--- src/rtl/tmc_pkg.sv ---
package tmc_pkg;
   typedef enum logic [1:0] {
      LVL_LOW  = 2'b00,
      LVL_NORM = 2'b01,
      LVL_HV   = 2'b10,
      LVL_RSV  = 2'b11
   } lvl_e;

   typedef enum logic [2:0] {
      M_RUN       = 3'd0,
      M_CLEAR     = 3'd1,
      M_DUMP_CYC  = 3'd2,
      M_DUMP_STEP = 3'd3,
      M_EXT       = 3'd4,
      M_OPC       = 3'd5
   } mode_e;

   function automatic logic is_hv(logic [1:0] l);
      return l == LVL_HV;
   endfunction

   function automatic logic is_high(logic [1:0] l);
      return (l == LVL_NORM) || (l == LVL_RSV);
   endfunction
endpackage

--- src/rtl/tmc_decode.sv ---
module tmc_decode
   import tmc_pkg::*;
(
   input  logic [1:0] rst_lvl,
   input  logic [1:0] prog_lvl,
   input  logic [1:0] t1_lvl,
   output mode_e      mode
);
   always_comb begin
      mode = M_RUN;
      if (is_hv(rst_lvl)) begin
         if (is_hv(prog_lvl))
            mode = is_hv(t1_lvl) ? M_DUMP_CYC : M_DUMP_STEP;
         else if (!is_hv(t1_lvl))
            mode = M_OPC;
      end else if (is_high(rst_lvl)) begin
         if (!is_hv(prog_lvl) && !is_hv(t1_lvl))
            mode = M_CLEAR;
      end else begin
         if (is_hv(prog_lvl) && !is_hv(t1_lvl))
            mode = M_EXT;
      end
   end
endmodule

--- src/rtl/tmc_fall_det.sv ---
module tmc_fall_det #(
   parameter int STAGES = 2
) (
   input  logic clk,
   input  logic rst_n,
   input  logic din,
   output logic fall
);
   logic [STAGES-1:0] chain;
   logic              last;

   generate
      if (STAGES < 2) begin : g_bad_stages
         $error("tmc_fall_det: STAGES must be at least 2");
      end
   endgenerate

   always_ff @(posedge clk or negedge rst_n) begin
      if (!rst_n) chain[0] <= 1'b0;
      else        chain[0] <= din;
   end

   generate
      for (genvar i = 1; i < STAGES; i++) begin : g_stage
         always_ff @(posedge clk or negedge rst_n) begin
            if (!rst_n) chain[i] <= 1'b0;
            else        chain[i] <= chain[i-1];
         end
      end
   endgenerate

   always_ff @(posedge clk or negedge rst_n) begin
      if (!rst_n) last <= 1'b0;
      else        last <= chain[STAGES-1];
   end

   assign fall = last & ~chain[STAGES-1];
endmodule

--- src/rtl/tmc_seq.sv ---
module tmc_seq
   import tmc_pkg::*;
#(
   parameter int CYC_LEN = 5,
   parameter int ALE_PH  = 2,
   parameter int ROM_AW  = 8,
   parameter int PAGE_AW = 8,
   parameter int DW      = 8
) (
   input  logic               clk,
   input  logic               rst_n,
   input  mode_e              mode_next,
   input  logic               step,
   input  logic [DW-1:0]      p0_in,
   output mode_e              mode_q,
   output logic               ale,
   output logic [ROM_AW-1:0]  dump_addr,
   output logic [PAGE_AW-1:0] page_addr,
   output logic [DW-1:0]      ext_byte
);
   localparam int PH_W = (CYC_LEN > 1) ? $clog2(CYC_LEN) : 1;
   localparam logic [PH_W-1:0] PH_LAST = PH_W'(CYC_LEN - 1);
   localparam logic [PH_W-1:0] PH_ALE  = PH_W'(ALE_PH);

   logic [PH_W-1:0] phase;
   logic            boundary;
   logic            mode_chg;

   assign boundary = (phase == PH_LAST);
   assign mode_chg = boundary && (mode_next != mode_q);

   always_ff @(posedge clk or negedge rst_n) begin
      if (!rst_n) begin
         phase  <= '0;
         mode_q <= M_RUN;
      end else begin
         phase <= boundary ? '0 : phase + 1'b1;
         if (boundary) mode_q <= mode_next;
      end
   end

   always_ff @(posedge clk or negedge rst_n) begin
      if (!rst_n) begin
         dump_addr <= '0;
      end else if (mode_chg) begin
         dump_addr <= '0;
      end else if ((mode_q == M_DUMP_CYC && boundary) ||
                   (mode_q == M_DUMP_STEP && step)) begin
         dump_addr <= dump_addr + 1'b1;
      end
   end

   always_ff @(posedge clk or negedge rst_n) begin
      if (!rst_n) begin
         page_addr <= '0;
         ext_byte  <= '0;
      end else begin
         if (mode_chg)
            page_addr <= '0;
         else if (boundary && mode_q == M_EXT)
            page_addr <= page_addr + 1'b1;
         if (boundary && mode_q == M_EXT)
            ext_byte <= p0_in;
      end
   end

   assign ale = ((mode_q == M_DUMP_CYC) || (mode_q == M_EXT)) && (phase < PH_ALE);
endmodule

--- src/rtl/tmode_ctrl.sv ---
module tmode_ctrl
   import tmc_pkg::*;
#(
   parameter int CYC_LEN     = 5,
   parameter int ALE_PH      = 2,
   parameter int ROM_AW      = 8,
   parameter int PAGE_AW     = 8,
   parameter int DW          = 8,
   parameter int SYNC_STAGES = 2
) (
   input  logic              clk,
   input  logic              rst_n,
   input  logic [1:0]        rst_lvl_i,
   input  logic [1:0]        prog_lvl_i,
   input  logic [1:0]        t1_lvl_i,
   input  logic [DW-1:0]     rom_data_i,
   input  logic [DW-1:0]     p0_in_i,
   output logic [2:0]        mode_o,
   output logic              ale_o,
   output logic [ROM_AW-1:0] rom_addr_o,
   output logic [DW-1:0]     p0_out_o,
   output logic              p0_oe_o,
   output logic              p1_opc_en_o,
   output logic [DW-1:0]     ext_byte_o
);
   generate
      if (CYC_LEN < 2) begin : g_bad_cyc
         $error("tmode_ctrl: CYC_LEN must be at least 2");
      end
      if (ALE_PH < 1 || ALE_PH >= CYC_LEN) begin : g_bad_ale
         $error("tmode_ctrl: ALE_PH must lie in 1..CYC_LEN-1");
      end
      if (PAGE_AW > DW || PAGE_AW < 1) begin : g_bad_page
         $error("tmode_ctrl: PAGE_AW must lie in 1..DW");
      end
      if (ROM_AW < 1 || ROM_AW > 16) begin : g_bad_rom
         $error("tmode_ctrl: ROM_AW must lie in 1..16");
      end
   endgenerate

   mode_e               mode_next;
   mode_e               mode_q;
   logic                t1_fall;
   logic                ale;
   logic [PAGE_AW-1:0]  page_addr;

   tmc_decode u_decode (
      .rst_lvl  (rst_lvl_i),
      .prog_lvl (prog_lvl_i),
      .t1_lvl   (t1_lvl_i),
      .mode     (mode_next)
   );

   tmc_fall_det #(.STAGES(SYNC_STAGES)) u_t1_edge (
      .clk   (clk),
      .rst_n (rst_n),
      .din   (is_high(t1_lvl_i)),
      .fall  (t1_fall)
   );

   tmc_seq #(
      .CYC_LEN (CYC_LEN),
      .ALE_PH  (ALE_PH),
      .ROM_AW  (ROM_AW),
      .PAGE_AW (PAGE_AW),
      .DW      (DW)
   ) u_seq (
      .clk       (clk),
      .rst_n     (rst_n),
      .mode_next (mode_next),
      .step      (t1_fall),
      .p0_in     (p0_in_i),
      .mode_q    (mode_q),
      .ale       (ale),
      .dump_addr (rom_addr_o),
      .page_addr (page_addr),
      .ext_byte  (ext_byte_o)
   );

   always_comb begin
      p0_out_o = '0;
      p0_oe_o  = 1'b0;
      case (mode_q)
         M_DUMP_CYC, M_DUMP_STEP: begin
            p0_out_o = rom_data_i;
            p0_oe_o  = 1'b1;
         end
         M_EXT: begin
            p0_oe_o  = ale;
            p0_out_o = ale ? DW'(page_addr) : '0;
         end
         default: ;
      endcase
   end

   assign mode_o      = mode_q;
   assign ale_o       = ale;
   assign p1_opc_en_o = (mode_q == M_OPC);
endmodule

--- config.mk ---
export PLATFORM = sky130hd
export DESIGN_NAME = tmode_ctrl
export DESIGN_NICKNAME = d
export VERILOG_FILES = /design/src/rtl/tmc_pkg.sv /design/src/rtl/tmc_decode.sv /design/src/rtl/tmc_fall_det.sv /design/src/rtl/tmc_seq.sv /design/src/rtl/tmode_ctrl.sv
export SDC_FILE = /design/constraint.sdc
export NUM_CORES = 1
export LEC_CHECK = 0
export BUFFER_PORTS_ARGS = -buffer_cell sky130_fd_sc_hd__buf_2
export CAP_MARGIN = 20
export CORE_MARGIN = 4
export CORE_UTILIZATION = 35
export DETAILED_ROUTE_END_ITERATION = 6
export SLEW_MARGIN = 20
export SYNTH_ARGS = -nofsm -noshare
export SYNTH_HDL_FRONTEND = slang
export SYNTH_SLANG_ARGS = --single-unit
--- constraint.sdc ---
create_clock -name clk -period 2 [get_ports clk]
set_clock_uncertainty 0.1 [all_clocks]
set_input_delay 0.2 -clock clk [delete_from_list [all_inputs] [get_ports clk]]
set_output_delay 0.2 -clock clk [all_outputs]
set_load 0.02 [all_outputs]
==> summary.txt <==
Outcome - finished, final reports clean
Vias in the first global route - 1297
Crit path buf inv count - 1
Critical Path Fanout Max - 7
Iteration-0 DRC Markers - 62
Post-synthesis sequential area ratio - 50.9%
TritonCTS clock tree - done
Dominant cells by area after synthesis - dfrtp_1 51%, mux2_2 6.9%, xor2_1 5.9%
Top routing layer used - met4
Largest delay share family, worst path - flip-flops
Worst setup SP type - flip-flop
Setup Crit Path Kind - reg -> out
Post-Syn Area - 1620 um^2
Avg Vias per Cell - 4.94
Fmax - 0.532 GHz
Met1 wire length - 1.55 mm
CP max-delay cell - dfrtp_1
Worst skew pair latency - 0.28 ns
Dpl ws - 0.152 ns
RSZ-0062 raised after global routing - false
Core area - 4410 um^2
Nets - 236
#FFs+latches synth - 33
Synth cell types - 36
CTS buffer count - 5
Fin. Hold Viols - 0
Port-buffer cells - 53
First-pass GRT wire length - 6.06 mm
Syn Nets - 171
Die W - 76.1 um
Grt total ovfl - 0
Max clock buf depth - 2
Final count of pins violating max slew - 0
Worst EP arrival - 1.58 ns
Setup Viol. Count Final - 0
Via count - 1290
DP Wirelength - 2.64 mm
Worst VDD drop - 0.577 mV
Ys flop type - dfrtp_1
Post-synth top area share - 50.9%
Filler cells - 409
Drt drc - 0
Clock transition at the registers of the reported paths - 0.07 ns
Area of the multi-input gates - 798 um^2
Clk root buf - clkbuf_8
Die area - 5790 um^2
Fraction of layout cells with a size suffix above 1 - 45.0%
Most frequent cell after synthesis - dfrtp_1
Lkg Pwr - 1.10 nW
First-pass DRT Iterations - 4
Measured slew at the worst slew-check pin - 0.720 ns
Pwr dens - 754 nW/um^2
EDFF count, synth - 0
Crit. End Element - output port
CP cell instances - nand2b_1 > a2111oi_2 > buf_2
Rows - 24
Area leader, netlist - dfrtp_1
Antenna-violating nets left - 0
GPL Wtd Cong - 0.727
DIE HEIGHT - 76.1 um
Met3 WL - 235 um
Clk sinks - 33
Setup TNS - 0 ns
Area Growth Syn to Fin - 36.1%
Period utilisation layout - 94.0%
Initial antenna violation count - 0
Largest net degree at the start of global routing - 34
PnR worst setup slack - 0.119 ns
Async SR Flop Fraction - 100%
Wirelength, routed - 3.66 mm
Routed wl met2 - 1.83 mm
Post-layout minimum cycle time - 1.88 ns
YS warnings - 0
CP Data Required Time - 1.70 ns
Avg Synthesized Cell Area - 11.3 um^2
Diodes inserted - 0
CP max stage delay - 0.48 ns
# IOs - 54
Hold Crit Class - in -> reg
Max-cap viol count - 0
Htree depth - 2
Top post-synthesis cells by count - 33 x dfrtp_1, 18 x nor2_1, 11 x xor2_1
Starting Density - 36.8%
Total Routing Usage GR - 12.8%
Synthesized netlist cell count - 143
Slew margin rel. - 52.0%
Drt wl/cell - 14.0 um
Reg area - 826 um^2
-- metrics by stage --
stage	area (um^2)	cells	power, mW	util [%]	hold slack, ns
floorplan	1630	143	0.894	-	-0.196
global placement	1980	248	1.00	45.0	0.213
detailed placement	1980	248	1.00	45.0	0.204
CTS	2120	258	1.65	48.1	0.0422
global route	2210	261	1.74	50.0	0.0389
finish	2210	261	1.67	50.0	0.0294
-- final cells by class --
class                   count  share of cell area, %
repair buffers             64                   17.7
clock buffers               7                   3.91
flip-flops and latches     33                   37.4
clock inverters             1                   1.36
multi-input cells         101                   36.1
well taps                  52                   2.95
inverters                   3                  0.510
-- path summary, 6_finish.rpt --
kind                                    start                  to  slack (ns)  depth (start not counted)
max reg2reg                    u_seq.phase[0]  u_seq.page_addr[7]        0.15                          9
min in group asynchronous               rst_n  u_seq.dump_addr[4]        0.40                          2
min                               t1_lvl_i[0]  u_t1_edge.chain[0]        0.03                          1
min reg2reg                u_t1_edge.chain[0]  u_t1_edge.chain[1]        0.25                          0
max                           u_seq.mode_q[2]               ale_o        0.12                          3
max in group asynchronous               rst_n     u_seq.mode_q[0]        0.92                          2
-- cells in the final DEF (no fill, tap or decap), types with 2 or more instances in the layout --
cell type and instances:
and3_1 3, nand4_1 5, a21oi_1 2, buf_2 52
xor2_1 11, clkbuf_8 6, mux2_2 10, xnor2_1 5
nor4_2 2, buf_4 7, a22o_1 8, nor2_1 18
ha_1 3, dfrtp_1 33, o21ai_0 2, nand3_1 2
nand2_1 9, inv_1 3, nand3b_1 3
-- worst reg2reg max path, cell delays in order (launching register included) --
cell      delay [ns]
dfrtp_1         0.39
inv_1           0.07
ha_2            0.19
nand3b_1        0.14
buf_4           0.18
nor4_2          0.23
buf_4           0.15
nand3_1         0.09
xor2_1          0.15
nor2_1          0.06
-- kinds of logic after synthesis --
family / Yosys count / synth area share (%)
DFF: 33 / 50.9
and+or+nand+nor: 51 / 16.8
xor gates and xnor gates: 17 / 9.17
buffers and inverters: 9 / 2.70
AOI/OAI and AO/OA: 18 / 9.79
adders and majority gates: 4 / 3.08
muxes: 11 / 7.56
-- power breakdown --
group	switching, mW	leakage [nW]	total, mW	internal, mW
combinational	0.159	0.604	0.297	0.138
clock	0.234	0.0585	0.640	0.406
sequential	0.0224	0.437	0.728	0.706
total	0.416	1.10	1.67	1.25
-- registers in the layout, summed over array words and instances, names as in the netlist --
name	cells
u_seq.ext_byte	8
u_t1_edge.chain	2
u_seq.dump_addr	8
u_seq.mode_q	3
u_t1_edge.last	1
u_seq.page_addr	8
u_seq.phase	3
-- routing by layer --
| layer | vias up | track usage [%] |
|---|---|---|
| li1 | 626 | - |
| met1 | 626 | 15.7 |
| met2 | 33 | 20.9 |
| met3 | 5 | 4.26 |
| met4 | 0 | 4.72 |
| met5 | - | 0 |
-- repair_timing --
item,4_1_cts,5_1_grt
endpoints found under the hold margin,34,0
hold buffers,2,0
cloned,0,1
gates resized for setup,1,9
buffers inserted,0,3
endpoints found under the setup margin,6,26
pin swaps,0,3
Power figures use the tool's default switching activity.
